==> src/rtl/sram_lane_pkg.sv <==
package sram_lane_pkg;
  typedef enum logic [2:0] {
    ST_IDLE   = 3'd0,
    ST_WSETUP = 3'd1,
    ST_WPULSE = 3'd2,
    ST_WHOLD  = 3'd3,
    ST_RACC   = 3'd4,
    ST_DONE   = 3'd5
  } phase_t;

  function automatic logic phase_selects(input phase_t p);
    return (p == ST_WSETUP) || (p == ST_WPULSE) || (p == ST_WHOLD) || (p == ST_RACC);
  endfunction

  function automatic logic phase_drives(input phase_t p);
    return (p == ST_WPULSE) || (p == ST_WHOLD);
  endfunction
endpackage

==> src/rtl/sram_lane_timer.sv <==
module sram_lane_timer #(
  parameter int CNT_W = 4
) (
  input  logic             clk,
  input  logic             rst_n,
  input  logic             load,
  input  logic [CNT_W-1:0] load_val,
  output logic             expired
);
  logic [CNT_W-1:0] cnt_q, cnt_d;

  always_comb begin
    cnt_d = cnt_q;
    if (load)               cnt_d = load_val;
    else if (cnt_q != '0)   cnt_d = cnt_q - 1'b1;
  end

  always_ff @(posedge clk or negedge rst_n) begin
    if (!rst_n) cnt_q <= '0;
    else        cnt_q <= cnt_d;
  end

  assign expired = (cnt_q == '0);

  AST_TMR_NO_WRAP: assert property (@(posedge clk) disable iff (!rst_n)
    ($past(cnt_q) == '0 && !$past(load)) |-> cnt_q == '0);
endmodule

==> src/rtl/sram_lane_fsm.sv <==
module sram_lane_fsm
  import sram_lane_pkg::*;
#(
  parameter int LANES = 2,
  parameter int CNT_W = 4
) (
  input  logic             clk,
  input  logic             rst_n,
  input  logic             req_valid,
  input  logic             req_write,
  input  logic [LANES-1:0] req_mask,
  input  logic [CNT_W-1:0] cfg_setup,
  input  logic [CNT_W-1:0] cfg_pulse,
  input  logic [CNT_W-1:0] cfg_hold,
  input  logic [CNT_W-1:0] cfg_access,
  input  logic             tmr_expired,
  output logic             tmr_load,
  output logic [CNT_W-1:0] tmr_val,
  output phase_t           phase_q,
  output phase_t           phase_d,
  output logic             accept,
  output logic             sel_q,
  output logic             rd_en_q,
  output logic             wr_en_q
);
  assign accept = (phase_q == ST_IDLE) && req_valid;

  always_comb begin
    phase_d  = phase_q;
    tmr_load = 1'b0;
    tmr_val  = '0;
    case (phase_q)
      ST_IDLE: if (req_valid) begin
        if (req_mask == '0) phase_d = ST_DONE;
        else if (req_write) begin
          phase_d = ST_WSETUP; tmr_load = 1'b1; tmr_val = cfg_setup;
        end else begin
          phase_d = ST_RACC;   tmr_load = 1'b1; tmr_val = cfg_access;
        end
      end
      ST_WSETUP: if (tmr_expired) begin
        phase_d = ST_WPULSE; tmr_load = 1'b1; tmr_val = cfg_pulse;
      end
      ST_WPULSE: if (tmr_expired) begin
        phase_d = ST_WHOLD;  tmr_load = 1'b1; tmr_val = cfg_hold;
      end
      ST_WHOLD:  if (tmr_expired) phase_d = ST_DONE;
      ST_RACC:   if (tmr_expired) phase_d = ST_DONE;
      default:   phase_d = ST_IDLE;
    endcase
  end

  always_ff @(posedge clk or negedge rst_n) begin
    if (!rst_n) begin
      phase_q <= ST_IDLE;
      sel_q   <= 1'b0;
      rd_en_q <= 1'b0;
      wr_en_q <= 1'b0;
    end else begin
      phase_q <= phase_d;
      sel_q   <= phase_selects(phase_d);
      rd_en_q <= (phase_d == ST_RACC);
      wr_en_q <= (phase_d == ST_WPULSE);
    end
  end

  AST_RD_WR_EXCL: assert property (@(posedge clk) disable iff (!rst_n)
    !(rd_en_q && wr_en_q));
  AST_DONE_ONE_CYCLE: assert property (@(posedge clk) disable iff (!rst_n)
    (phase_q == ST_DONE) |=> (phase_q == ST_IDLE));
endmodule

==> src/rtl/sram_lane_datapath.sv <==
module sram_lane_datapath
  import sram_lane_pkg::*;
#(
  parameter int ADDR_W = 18,
  parameter int LANES  = 2,
  parameter int LANE_W = 8,
  localparam int DATA_W = LANES * LANE_W
) (
  input  logic              clk,
  input  logic              rst_n,
  input  logic              accept,
  input  logic              capture,
  input  phase_t            phase_d,
  input  logic [ADDR_W-1:0] req_addr,
  input  logic [DATA_W-1:0] req_wdata,
  input  logic [LANES-1:0]  req_mask,
  input  logic [DATA_W-1:0] dq_in,
  output logic [ADDR_W-1:0] addr_q,
  output logic [DATA_W-1:0] wdata_q,
  output logic [LANES-1:0]  lane_en_q,
  output logic [LANES-1:0]  dq_oe_q,
  output logic [DATA_W-1:0] rdata_q
);
  logic [LANES-1:0] mask_q;
  logic [LANES-1:0] mask_next;

  assign mask_next = accept ? req_mask : mask_q;

  always_ff @(posedge clk or negedge rst_n) begin
    if (!rst_n) begin
      addr_q  <= '0;
      wdata_q <= '0;
      mask_q  <= '0;
    end else if (accept) begin
      addr_q  <= req_addr;
      wdata_q <= req_wdata;
      mask_q  <= req_mask;
    end
  end

  for (genvar g = 0; g < LANES; g++) begin : g_lane
    logic [LANE_W-1:0] lane_rd_d;

    always_comb begin
      lane_rd_d = rdata_q[g*LANE_W +: LANE_W];
      if (accept)       lane_rd_d = '0;
      else if (capture) lane_rd_d = mask_q[g] ? dq_in[g*LANE_W +: LANE_W] : '0;
    end

    always_ff @(posedge clk or negedge rst_n) begin
      if (!rst_n) begin
        lane_en_q[g]                 <= 1'b0;
        dq_oe_q[g]                   <= 1'b0;
        rdata_q[g*LANE_W +: LANE_W]  <= '0;
      end else begin
        lane_en_q[g]                 <= phase_selects(phase_d) && mask_next[g];
        dq_oe_q[g]                   <= phase_drives(phase_d) && mask_next[g];
        rdata_q[g*LANE_W +: LANE_W]  <= lane_rd_d;
      end
    end

    AST_LANE_DRIVE_ENABLED: assert property (@(posedge clk) disable iff (!rst_n)
      dq_oe_q[g] |-> lane_en_q[g]);
  end
endmodule

==> src/rtl/sram_lane_ctrl.sv <==
module sram_lane_ctrl
  import sram_lane_pkg::*;
#(
  parameter int ADDR_W = 18,
  parameter int CNT_W  = 4,
  parameter int LANES  = 2,
  parameter int LANE_W = 8,
  localparam int DATA_W = LANES * LANE_W
) (
  input  logic              clk,
  input  logic              rst_n,
  input  logic              req_valid,
  output logic              req_ready,
  input  logic              req_write,
  input  logic [ADDR_W-1:0] req_addr,
  input  logic [DATA_W-1:0] req_wdata,
  input  logic [LANES-1:0]  req_mask,
  input  logic [CNT_W-1:0]  cfg_setup,
  input  logic [CNT_W-1:0]  cfg_pulse,
  input  logic [CNT_W-1:0]  cfg_hold,
  input  logic [CNT_W-1:0]  cfg_access,
  output logic              rsp_valid,
  output logic [DATA_W-1:0] rsp_rdata,
  output logic [ADDR_W-1:0] mem_addr,
  output logic              mem_ce_n,
  output logic              mem_ce,
  output logic              mem_oe_n,
  output logic              mem_we_n,
  output logic              mem_lb_n,
  output logic              mem_ub_n,
  output logic [DATA_W-1:0] mem_dq_out,
  output logic [LANES-1:0]  mem_dq_oe,
  input  logic [DATA_W-1:0] mem_dq_in
);
  phase_t           phase_q, phase_d;
  logic             accept, tmr_load, tmr_expired;
  logic [CNT_W-1:0] tmr_val;
  logic             sel_q, rd_en_q, wr_en_q;
  logic [LANES-1:0] lane_en_q;

  sram_lane_fsm #(.LANES(LANES), .CNT_W(CNT_W)) u_fsm (
    .clk, .rst_n, .req_valid, .req_write, .req_mask,
    .cfg_setup, .cfg_pulse, .cfg_hold, .cfg_access,
    .tmr_expired, .tmr_load, .tmr_val,
    .phase_q, .phase_d, .accept, .sel_q, .rd_en_q, .wr_en_q
  );

  sram_lane_timer #(.CNT_W(CNT_W)) u_timer (
    .clk, .rst_n, .load(tmr_load), .load_val(tmr_val), .expired(tmr_expired)
  );

  sram_lane_datapath #(.ADDR_W(ADDR_W), .LANES(LANES), .LANE_W(LANE_W)) u_dp (
    .clk, .rst_n, .accept,
    .capture(phase_q == ST_RACC && tmr_expired),
    .phase_d, .req_addr, .req_wdata, .req_mask, .dq_in(mem_dq_in),
    .addr_q(mem_addr), .wdata_q(mem_dq_out), .lane_en_q,
    .dq_oe_q(mem_dq_oe), .rdata_q(rsp_rdata)
  );

  assign req_ready = (phase_q == ST_IDLE);
  assign rsp_valid = (phase_q == ST_DONE);
  assign mem_ce_n  = !sel_q;
  assign mem_ce    = sel_q;
  assign mem_oe_n  = !rd_en_q;
  assign mem_we_n  = !wr_en_q;
  assign mem_lb_n  = !lane_en_q[0];
  assign mem_ub_n  = !lane_en_q[LANES-1];

  AST_NO_CONTENTION: assert property (@(posedge clk) disable iff (!rst_n)
    (mem_dq_oe != '0) |-> mem_oe_n);
  AST_DRIVE_AFTER_OE: assert property (@(posedge clk) disable iff (!rst_n)
    $rose(mem_dq_oe != '0) |-> $past(mem_oe_n));
  AST_WE_SELECTED: assert property (@(posedge clk) disable iff (!rst_n)
    !mem_we_n |-> (!mem_ce_n && mem_ce && mem_oe_n));
  AST_OE_WE_EXCL: assert property (@(posedge clk) disable iff (!rst_n)
    !mem_oe_n |-> (mem_we_n && !mem_ce_n));
  AST_ADDR_STABLE: assert property (@(posedge clk) disable iff (!rst_n)
    (mem_ce && $past(mem_ce)) |-> $stable(mem_addr));
  AST_IDLE_FLOAT: assert property (@(posedge clk) disable iff (!rst_n)
    req_ready |-> (mem_ce_n && !mem_ce && mem_dq_oe == '0));
  AST_RSP_PULSE: assert property (@(posedge clk) disable iff (!rst_n)
    rsp_valid |=> (!rsp_valid && req_ready));
endmodule

==> config.mk <==
export PLATFORM = sky130hd
export DESIGN_NAME = sram_lane_ctrl
export DESIGN_NICKNAME = d
export VERILOG_FILES = /design/src/rtl/sram_lane_pkg.sv /design/src/rtl/sram_lane_timer.sv /design/src/rtl/sram_lane_fsm.sv /design/src/rtl/sram_lane_datapath.sv /design/src/rtl/sram_lane_ctrl.sv
export SDC_FILE = /design/constraint.sdc
export NUM_CORES = 1
export LEC_CHECK = 0
export BUFFER_PORTS_ARGS = -buffer_cell sky130_fd_sc_hd__buf_2
export CAP_MARGIN = 40
export CORE_MARGIN = 4
export CORE_UTILIZATION = 50
export DETAILED_ROUTE_END_ITERATION = 7
export GPL_ROUTABILITY_DRIVEN = 0
export PLACE_DENSITY = 0.93
export SLEW_MARGIN = 5
export SYNTH_ARGS = -nofsm -noshare
export SYNTH_HDL_FRONTEND = slang
export SYNTH_SLANG_ARGS = --single-unit
==> constraint.sdc <==
create_clock -name clk -period 2.9 [get_ports clk]
set_clock_uncertainty 0.05 [all_clocks]
set_input_delay 0.29 -clock clk [delete_from_list [all_inputs] [get_ports clk]]
set_output_delay 0.29 -clock clk [all_outputs]
set_load 0.05 [all_outputs]
Word-level counts from Yosys, hierarchy flattened

Index checks and enable logic that the tools add are counted.

Add/subtract/negate cells: 1
Eq/ne operators: 9
Muxes and demuxes: 26
Reduce and logical (&&, ||, !) cells: 23

Operators with widths:

| operator                                                            | count |
|---|---|
| 8-bit two-way mux                                                   | 6 |
| 4-bit two-way mux                                                   | 7 |
| 3-bit two-way mux                                                   | 6 |
| 3-bit by 2-bit == test with 1-bit output (second input constant)    | 4 |
| 3-bit case mux with 4 select lines                                  | 1 |
| 4-bit case mux with 3 select lines                                  | 1 |
| 3-bit == test (second input constant)                               | 3 |
| 3-bit by 1-bit == test with 1-bit output (second input constant)    | 2 |
| 1-bit logical AND                                                   | 6 |
| 1-bit logical NOT                                                   | 5 |
| 4-bit logical NOT                                                   | 1 |
| 1-bit logical OR                                                    | 4 |
| 2-bit nonzero test                                                  | 2 |
| 4-bit nonzero test                                                  | 1 |
| 2-bit OR reduction                                                  | 2 |
| 4-bit by 1-bit subtractor with 4-bit output (second input constant) | 1 |
| 3-bit logical NOT                                                   | 1 |
| 1-bit two-way mux                                                   | 3 |
| 2-bit logical NOT                                                   | 1 |
| 2-bit two-way mux                                                   | 1 |
| 1-bit case mux with 2 select lines                                  | 1 |

Flip-flop bits (word level): 66
Input bits: 72
Output and inout port bits: 60
Logic and storage cells: 73

Longest topological paths before layout

Gate-level depths: netlist of run 1.

Word-level depth: 9
Depth in mapped cells: 7
Gate-level depth less buffers: 6

Cells and area by module

A second synthesis of run 1 with hierarchy kept.

Cells, all modules: 246
Area total of the unflattened synthesis: 3121.7 µm²

Modules (own cells, without submodules):

| module             | instances | cells an instance | area each (µm²) | seq. area each (µm²) |
|---|---|---|---|---|
| sram_lane_datapath | 1         | 160               | 2349.8          | 1401.3 |
| sram_lane_fsm      | 1         | 55                | 493.0           | 150.1 |
| sram_lane_timer    | 1         | 23                | 232.7           | 100.1 |
| sram_lane_ctrl     | 1         | 8                 | 46.3            | 0.0 |

Least setup slack after synthesis of run 1

Ideal clock, no wire load.

Path type: register -> register
Start point: register u_timer.cnt_q[0]
End point: register u_dp.rdata_q[10]
Setup time: 121 ps
Data arrival time: 1620 ps
Required time: 2729 ps
Slack: 1110 ps
Stages on the path, launching flop included: 8
Buffers on the path: 1
Clock period less this slack: 1790 ps
Path through: dfrtp_1 inv_1 ha_1 nor3b_4 mux2_2 nand2_2 buf_6 a22o_1

Cells in the longest elaborated chain, start to end: 3

RTL lines:

| what                                | line                     | RTL |
|---|---|---|
| start, declared                     | sram_lane_timer.sv:10    | `logic [CNT_W-1:0] cnt_q, cnt_d;` |
| start signal, assigned              | sram_lane_timer.sv:20    | `else cnt_q <= cnt_d;` |
| 4-bit logical NOT                   | sram_lane_timer.sv:23    | `assign expired = (cnt_q == '0);` |
| 1-bit logical AND                   | sram_lane_ctrl.sv:54     | `.capture(phase_q == ST_RACC && tmr_expired),` |
| 2-bit nonzero test (no source line) | --                       |  |
| end signal, assigned by index       | sram_lane_datapath.sv:58 | `rdata_q[g*LANE_W +: LANE_W] <= lane_rd_d;` |
| end, declared                       | sram_lane_datapath.sv:22 | `output logic [DATA_W-1:0] rdata_q` |

Every way passes these cells.
A chain may end at the register's enable or synchronous reset.

Worst setup path in the final report of run 1

Start point: register u_fsm.phase_q[0]
End point: output rsp_valid

Cells in the longest elaborated chain, start to end: 1

RTL lines:

| what                   | line                 | RTL |
|---|---|---|
| start, declared        | sram_lane_fsm.sv:19  | `output phase_t phase_q,` |
| start signal, assigned | sram_lane_fsm.sv:60  | `phase_q <= phase_d;` |
| 3-bit == test          | sram_lane_ctrl.sv:61 | `assign rsp_valid = (phase_q == ST_DONE);` |
| end, declared          | sram_lane_ctrl.sv:22 | `output logic rsp_valid,` |

Every way passes these cells.

==> results of run 1 <==
worst max-delay path, delay by kind of cell, from the launching register on:
family,cells,cell delay [ns]
buf+inv,1,0.26
simple gates,2,0.64
flops,1,0.53
cells in the mapped netlist, types with 2 or more instances:
cell | n | area [sq um]
mux2i_1 | 7 | 70.07
buf_2 | 5 | 25.02
o21ai_0 | 4 | 20.02
inv_1 | 15 | 56.30
and2_1 | 3 | 18.77
o22ai_1 | 2 | 12.51
a21oi_1 | 7 | 35.03
o221ai_1 | 3 | 26.28
nor2b_1 | 2 | 12.51
o211ai_1 | 2 | 15.01
buf_6 | 2 | 22.52
buf_4 | 2 | 15.01
nand2_1 | 4 | 15.01
mux2_2 | 35 | 394.1
a22o_1 | 16 | 140.1
dfrtp_1 | 66 | 1652
a22oi_1 | 4 | 30.03
o22a_1 | 2 | 17.52
clkbuf_1 | 2 | 7.510
nor2_1 | 8 | 30.03
path summary, 6_finish.rpt:
kind                                         end  slack [ns]  cells after the start
worst max-delay path                   rsp_valid        0.80                      3
worst min-delay path             u_dp.addr_q[14]        0.07                      2
worst max register to register   u_dp.rdata_q[5]        0.91                      6
worst min register to register    u_dp.addr_q[2]        0.45                      1
max in group asynchronous            u_fsm.sel_q        2.21                      2
min in group clk                u_dp.rdata_q[13]        0.12                      2
area by class of cell:
type | instances | area share [%]
Tap cell | 72 | 2.403
Inverter | 15 | 1.502
Multi-Input combinational cell | 119 | 28.24
Clock buffer | 12 | 4.406
Clock inverter | 4 | 1.302
Sequential cell | 66 | 44.06
Timing Repair Buffer | 134 | 18.09
layout by cell type, fill, tap and decap left out, types with 3 or more instances in the layout:
cell type	instances
a22oi_1	4
nor2_1	8
a22o_1	16
o221ai_1	3
inv_1	15
and2_1	3
clkbuf_8	12
o21ai_0	4
buf_2	131
mux2i_1	7
nand2_1	4
a21oi_1	7
dfrtp_1	66
buf_4	3
mux2_2	35
stage by stage:
step	power, mW	utilization, %	area (sq um)
finish	5.100	68.08	3749
global route	5.381	68.08	3749
CTS	5.156	68.08	3749
detailed placement	4.346	64.19	3535
global placement	4.266	64.19	3535
floorplan	3.739	-	2836
state kept, by name (all words and copies together), names as in the netlist:
signal          flops
u_fsm.sel_q         1
u_dp.mask_q         2
u_timer.cnt_q       4
u_fsm.wr_en_q       1
u_dp.addr_q        18
u_fsm.phase_q       3
u_fsm.rd_en_q       1
u_dp.wdata_q       16
u_dp.rdata_q       16
u_dp.dq_oe_q        2
u_dp.lane_en_q      2
cell families after synthesis:
kind of cell	count (synthesis)	synth area share, %
and+or+nand+nor	29	7.191
AOI/OAI and AO/OA	46	13.01
muxes	42	16.37
buffers and inverters	26	4.455
xor gates and xnor gates	1	0.3088
adders and majority gates	1	0.4410
DFF	66	58.23
per-layer routing:
metal | global-route usage, % | vias to the layer above | share of wire (%)
met3 | 6.052 | 11 | 8.4
met5 | 0 | - | 0
met2 | 30.61 | 98 | 50
li1 | - | 1028 | -
met4 | 7.875 | 0 | 1.6
met1 | 21.77 | 1010 | 40
power breakdown:
part	internal (mW)	total (mW)	switching, mW
sequential	1.32	1.58	0.262
clock	0.466	0.797	0.332
combinational	0.832	2.72	1.89
total	2.62	5.10	2.48
==> run_results.csv, run 1 <==
group,metric,value,unit
status,status,"finished, final reports clean",
synthesis,netlist_area,0.002836,sq mm
global_route,grt_overflow_total,0,
clock_network,cts.path.max_buffers,2,
cells_and_area,final_layout_size_suffix_gt1_share,55.43,%
cells_and_area,layout.nets,418,
critical_path,cp-startpoint,"u_fsm.phase_q[0]",
pwr,power_density,1361,mW/mm^2
critical_path,critPathLaunchType,"flop",
timing,whs,0.06735,ns
synthesis,ys.flop_type,"dfrtp_1",
global_route,grt_pass1_vias,2223,
place,dp_cells,406,
die,dieArea,0.006942,sq mm
timing,layout_min_cycle_time,2.103,ns
detailed_routing,drc,0,
cells_and_area,n_antenna_cell,0,
timing,worst_pin_slew,0.7881,ns
detailed_routing,drt_wl_total,6.247,mm
critical_path,cp.arrival,1.76,ns
detailed_routing,viasPerCell,5.088,
die,core,0.005507,sq mm
synthesis,avgSynthCellArea,13.44,sq um
global_route,grtUsageTotal,18.40,%
global_route,antenna_found_initial,0,
cells_and_area,multi_input_area,0.001059,sq mm
timing,hold_viol_final,0,
cells_and_area,syn_to_final_growth,32.16,%
critical_path,slowest_delay,0.53,ns
pwr,irDropWorstVdd,0.0007499,V
clock_network,ctsResizeCount,0,
worst_hold_path,hold_path_class,"input port to async pin",
synthesis,synth-seq-cells,66,
critical_path,critPathSlowestCell,"dfrtp_1",
die,die_h,83.32,um
timing,timing.final.ws_setup,0.7972,ns
critical_path,end_kind,"output pin",
clock_network,post-cts-setup-buffer-count,0,
place,dp_slack,0.9091,ns
detailed_routing,ant_nets,0,
place,hpwl,4.739,mm
die,initial_core_util,51.51,%
synthesis,yosysUniqueCellTypes,40,
timing,finalCritPeriodShare,72.51,%
critical_path,cp.required,2.56,ns
cells_and_area,fill_cells,421,
cells_and_area,layoutNonFillerInstCount,422,
clock_network,cts_tree,"done",
clock_network,cts_num_sinks,66,
timing,finalMaxSlewViolations,0,
die,pin_count,132,
die,num_rows,27,
synthesis,synth_edf_count,0,
critical_path,r2r-start,"u_timer.cnt_q[0]",
clock_network,path_clk_slew,0.07,ns
critical_path,critPathMaxFanout,9,
critical_path,worstSetupPathType,"flop to output pin",
cells_and_area,seqCellArea,0.001652,sq mm
place,port-buffer-count,131,
synthesis,synthArstFlopShare,100.0,%
critical_path,cp_cell_sequence,"nor2b_1, and2_1, buf_2",
timing,setup_viol,0,
clock_network,numCtsBuffers,9,
clock_network,cts_hold_buffers,0,
clock_network,htree_num_levels,3,
detailed_routing,drtIter0Drc,107,
timing,relSlewSlack,47.46,%
timing,rsz0062_at_grt,"no",
global_route,grt_max_degree,67,
die,die_w,83.32,um
timing,fmax,475.6,MHz
clock_network,root_buffer,"clkbuf_8",
synthesis,yosysSeqAreaShare,58.23,%
timing,final.setup.tns,0,ns
synthesis,yosysWarnings,0,
global_route,grt_first_pass_wirelength,10.29,mm
pwr,cellLeakagePower,1.913,nW
synthesis,syn-instance-count,211,
detailed_routing,wl_per_cell,14.80,um
synthesis,syn-num-nets,284,
detailed_routing,vias,2147,
detailed_routing,drt_pass1_iterations,4,
clock_network,clkLatencyLatePin,0.33,ns
job,max-cap-violations,0,
Note: power is estimated with default switching activity, not from simulation.
==> run 2: changes to the inputs <==
--- a/config.mk
+++ b/config.mk
@@ -8,10 +8,10 @@
 export BUFFER_PORTS_ARGS = -buffer_cell sky130_fd_sc_hd__buf_2
 export CAP_MARGIN = 40
 export CORE_MARGIN = 4
-export CORE_UTILIZATION = 50
+export CORE_UTILIZATION = 42
 export DETAILED_ROUTE_END_ITERATION = 7
 export GPL_ROUTABILITY_DRIVEN = 0
-export PLACE_DENSITY = 0.93
+export PLACE_DENSITY = 0.84
 export SLEW_MARGIN = 5
 export SYNTH_ARGS = -nofsm -noshare
 export SYNTH_HDL_FRONTEND = slang
==> constraint.sdc (replaced) <==
create_clock -name clk -period 1.8 [get_ports clk]
set_clock_uncertainty 0.05 [all_clocks]
set_input_delay 0.18 -clock clk [delete_from_list [all_inputs] [get_ports clk]]
set_output_delay 0.18 -clock clk [all_outputs]
set_load 0.05 [all_outputs]
==> run 2 against run 1 <==
Sequential share of layout area decreased by 2.5 points. Global-route usage down 2.2 points. Count of clock-buffer cells in the layout shrank 1. Non-clock buffer count up 24. Final cell count increased by 6.9%. Hold slack lost 0.047 ns. Utilization is 6.5 points lower. Total power rose by 63%. Die area rose by 17%. Via count rose by 4.9%. Design area up 6.1%. Critical path type is now flop to flop.
==> run_results.csv, run 2 (synthesis results as in run 1) <==
group,metric,value,unit
timing,rsz0062_at_grt,"yes",
clock_network,htree_num_levels,3,
place,dp_slack,0.0003006,ns
cells_and_area,syn_to_final_growth,40.27,%
pwr,power.share.clock,12.4,%
critical_path,worstSetupPathType,"flop to flop",
worst_hold_path,min_to,"u_dp.rdata_q[6]",
global_route,grt_overflow_total,0,
place,port-buffer-count,131,
detailed_routing,vias,2253,
timing,worst_pin_slew,0.3443,ns
place,dp_cells,419,
global_route,grt_pass1_vias,2299,
job,max-cap-violations,0,
die,core,0.006459,sq mm
timing,hold_viol_final,0,
critical_path,cp.arrival,2.00,ns
cells_and_area,postLayoutCoreUtil,61.60,%
cells_and_area,layout.nets,442,
detailed_routing,drt_pass1_iterations,4,
cells_and_area,reg_top3,"u_dp.addr_q: 18 flops, u_dp.rdata_q: 16 flops, u_dp.wdata_q: 16 flops",
global_route,grt_util_met1,20.11,%
timing,timing.final.ws_setup,0.01170,ns
clock_network,root_buffer,"clkbuf_8",
global_route,grt_max_degree,67,
timing,fmax,559.2,MHz
pwr,pwr-share-comb,57.4,%
place,place_area,0.003626,sq mm
global_route,grt_first_pass_wirelength,10.71,mm
die,num_rows,29,
detailed_routing,drc,0,
critical_path,rrSetupSlack,0.01,ns
detailed_routing,viasPerCell,4.996,
cells_and_area,largest_register_ffs,18,
pwr,switching_share,49.33,%
cells_and_area,mostFrequentLayoutCell,"buf_2",
die,dieArea,0.008132,sq mm
worst_hold_path,hold_path_class,"input port to flop",
timing,layout_min_cycle_time,1.788,ns
pwr,irDropWorstVdd,0.001100,V
global_route,grt.met2_usage,25.95,%
worst_hold_path,hp-start,"mem_dq_in[6]",
timing,setup_viol,0,
critical_path,cp.required,2.02,ns
critical_path,critPathMaxFanout,4,
clock_network,cts.path.max_buffers,2,
die,die_w,90.18,um
pwr,p_seq_share,30.2,%
die,die_h,90.18,um
timing,finalCritPeriodShare,99.35,%
worst_hold_path,holdPathStages,2,
cells_and_area,final_layout_size_suffix_gt1_share,57.22,%
critical_path,r2r-start,"u_timer.cnt_q[0]",
detailed_routing,drt_wl_total,6.721,mm
cells_and_area,layout_common_cells,"129 x buf_2, 63 x dfrtp_1, 35 x mux2_2",
timing,finalMaxSlewViolations,0,
critical_path,end_kind,"flop",
die,pin_count,132,
critical_path,r2r-end,"u_timer.cnt_q[0]",
detailed_routing,drtIter0Drc,56,
cells_and_area,n_antenna_cell,0,
clock_network,cts_num_sinks,66,
global_route,met3_usage,5.008,%
clock_network,clkLatencyLatePin,0.33,ns
clock_network,cts_tree,"done",
cells_and_area,layoutNonFillerInstCount,451,
clock_network,numCtsBuffers,9,
pwr,internal_power,4.214,mW
timing,relSlewSlack,77.04,%
detailed_routing,wl_per_cell,14.90,um
global_route,antenna_found_initial,0,
cells_and_area,top_register,"u_dp.addr_q",
cells_and_area,fin_area,0.003979,sq mm
global_route,grtUsageTotal,16.24,%
detailed_routing,ant_nets,0,
timing,whs,0.02081,ns
pwr,power_density,2090,mW/mm^2
critical_path,critPathLaunchType,"flop",
place,hpwl,4.971,mm
pwr,p_sw,4.102,mW
pwr,cellLeakagePower,2.009,nW
global_route,busiest_layer,"met2",
die,initial_core_util,43.92,%
status,status,"finished, final reports clean",
clock_network,path_clk_slew,0.07,ns
critical_path,r2r_cells,6,
==> run 2: power groups by stage <==
stage	clock network (mW)	logic, mW	registers [mW]
floorplan	0	1.78	4.24
global placement	0	4.53	2.50
detailed placement	0	4.61	2.55
CTS	1.07	4.67	2.53
global route	1.13	5.03	2.60
finish	1.03	4.78	2.51
==> run 2: area by class of cell <==
class / instances / area, sq um
multi-input combinational: 119 / 1079
clock buffer: 11 / 131.4
timing repair buffer: 158 / 929.6
fill: 527 / 2480
clock inverter: 5 / 31.28
inverter: 15 / 56.30
tap: 77 / 96.34
sequential: 66 / 1655
==> run 2: worst max-delay path, cell delays in order, from the launching register on <==
cell,delay [ns]
dfrtp_1,0.41
inv_1,0.08
ha_2,0.18
or4b_4,0.51
o32ai_4,0.14
or2_4,0.18
o221a_1,0.17
==> run 2: per-stage QoR <==
stage / power (mW) / setup TNS (ns)
global route: 8.757 / -0.2351
global placement: 7.027 / 0
detailed placement: 7.162 / 0
finish: 8.315 / 0
CTS: 8.272 / 0
floorplan: 6.024 / 0
==> run 2: worst max-delay path by stage <==
stage,startpoint,endpoint,cells after the start
5_1_grt,u_timer.cnt_q[0],u_timer.cnt_q[0],6
6_report,u_timer.cnt_q[0],u_timer.cnt_q[0],6
3_3_place_gp,u_timer.cnt_q[0],u_timer.cnt_q[0],6
2_1_floorplan,u_timer.cnt_q[0],u_dp.rdata_q[10],7
4_1_cts,u_fsm.phase_q[1],rsp_valid,5
3_5_place_dp,u_timer.cnt_q[0],u_timer.cnt_q[0],6
==> run 2: metal layers <==
layer | up-vias | wire, um
met4 | 0 | 121
met5 | - | 0
met1 | 1069 | 2944
met3 | 13 | 518
li1 | 1074 | -
met2 | 97 | 3136
==> run 2: what timing repair did <==
item,in CTS,in global routing
buffers inserted,1,5
gates resized for setup,4,8
pin swaps,0,4
endpoints found under the setup margin,3,28
hold endpoints to repair,75,0
hold buffers,10,0
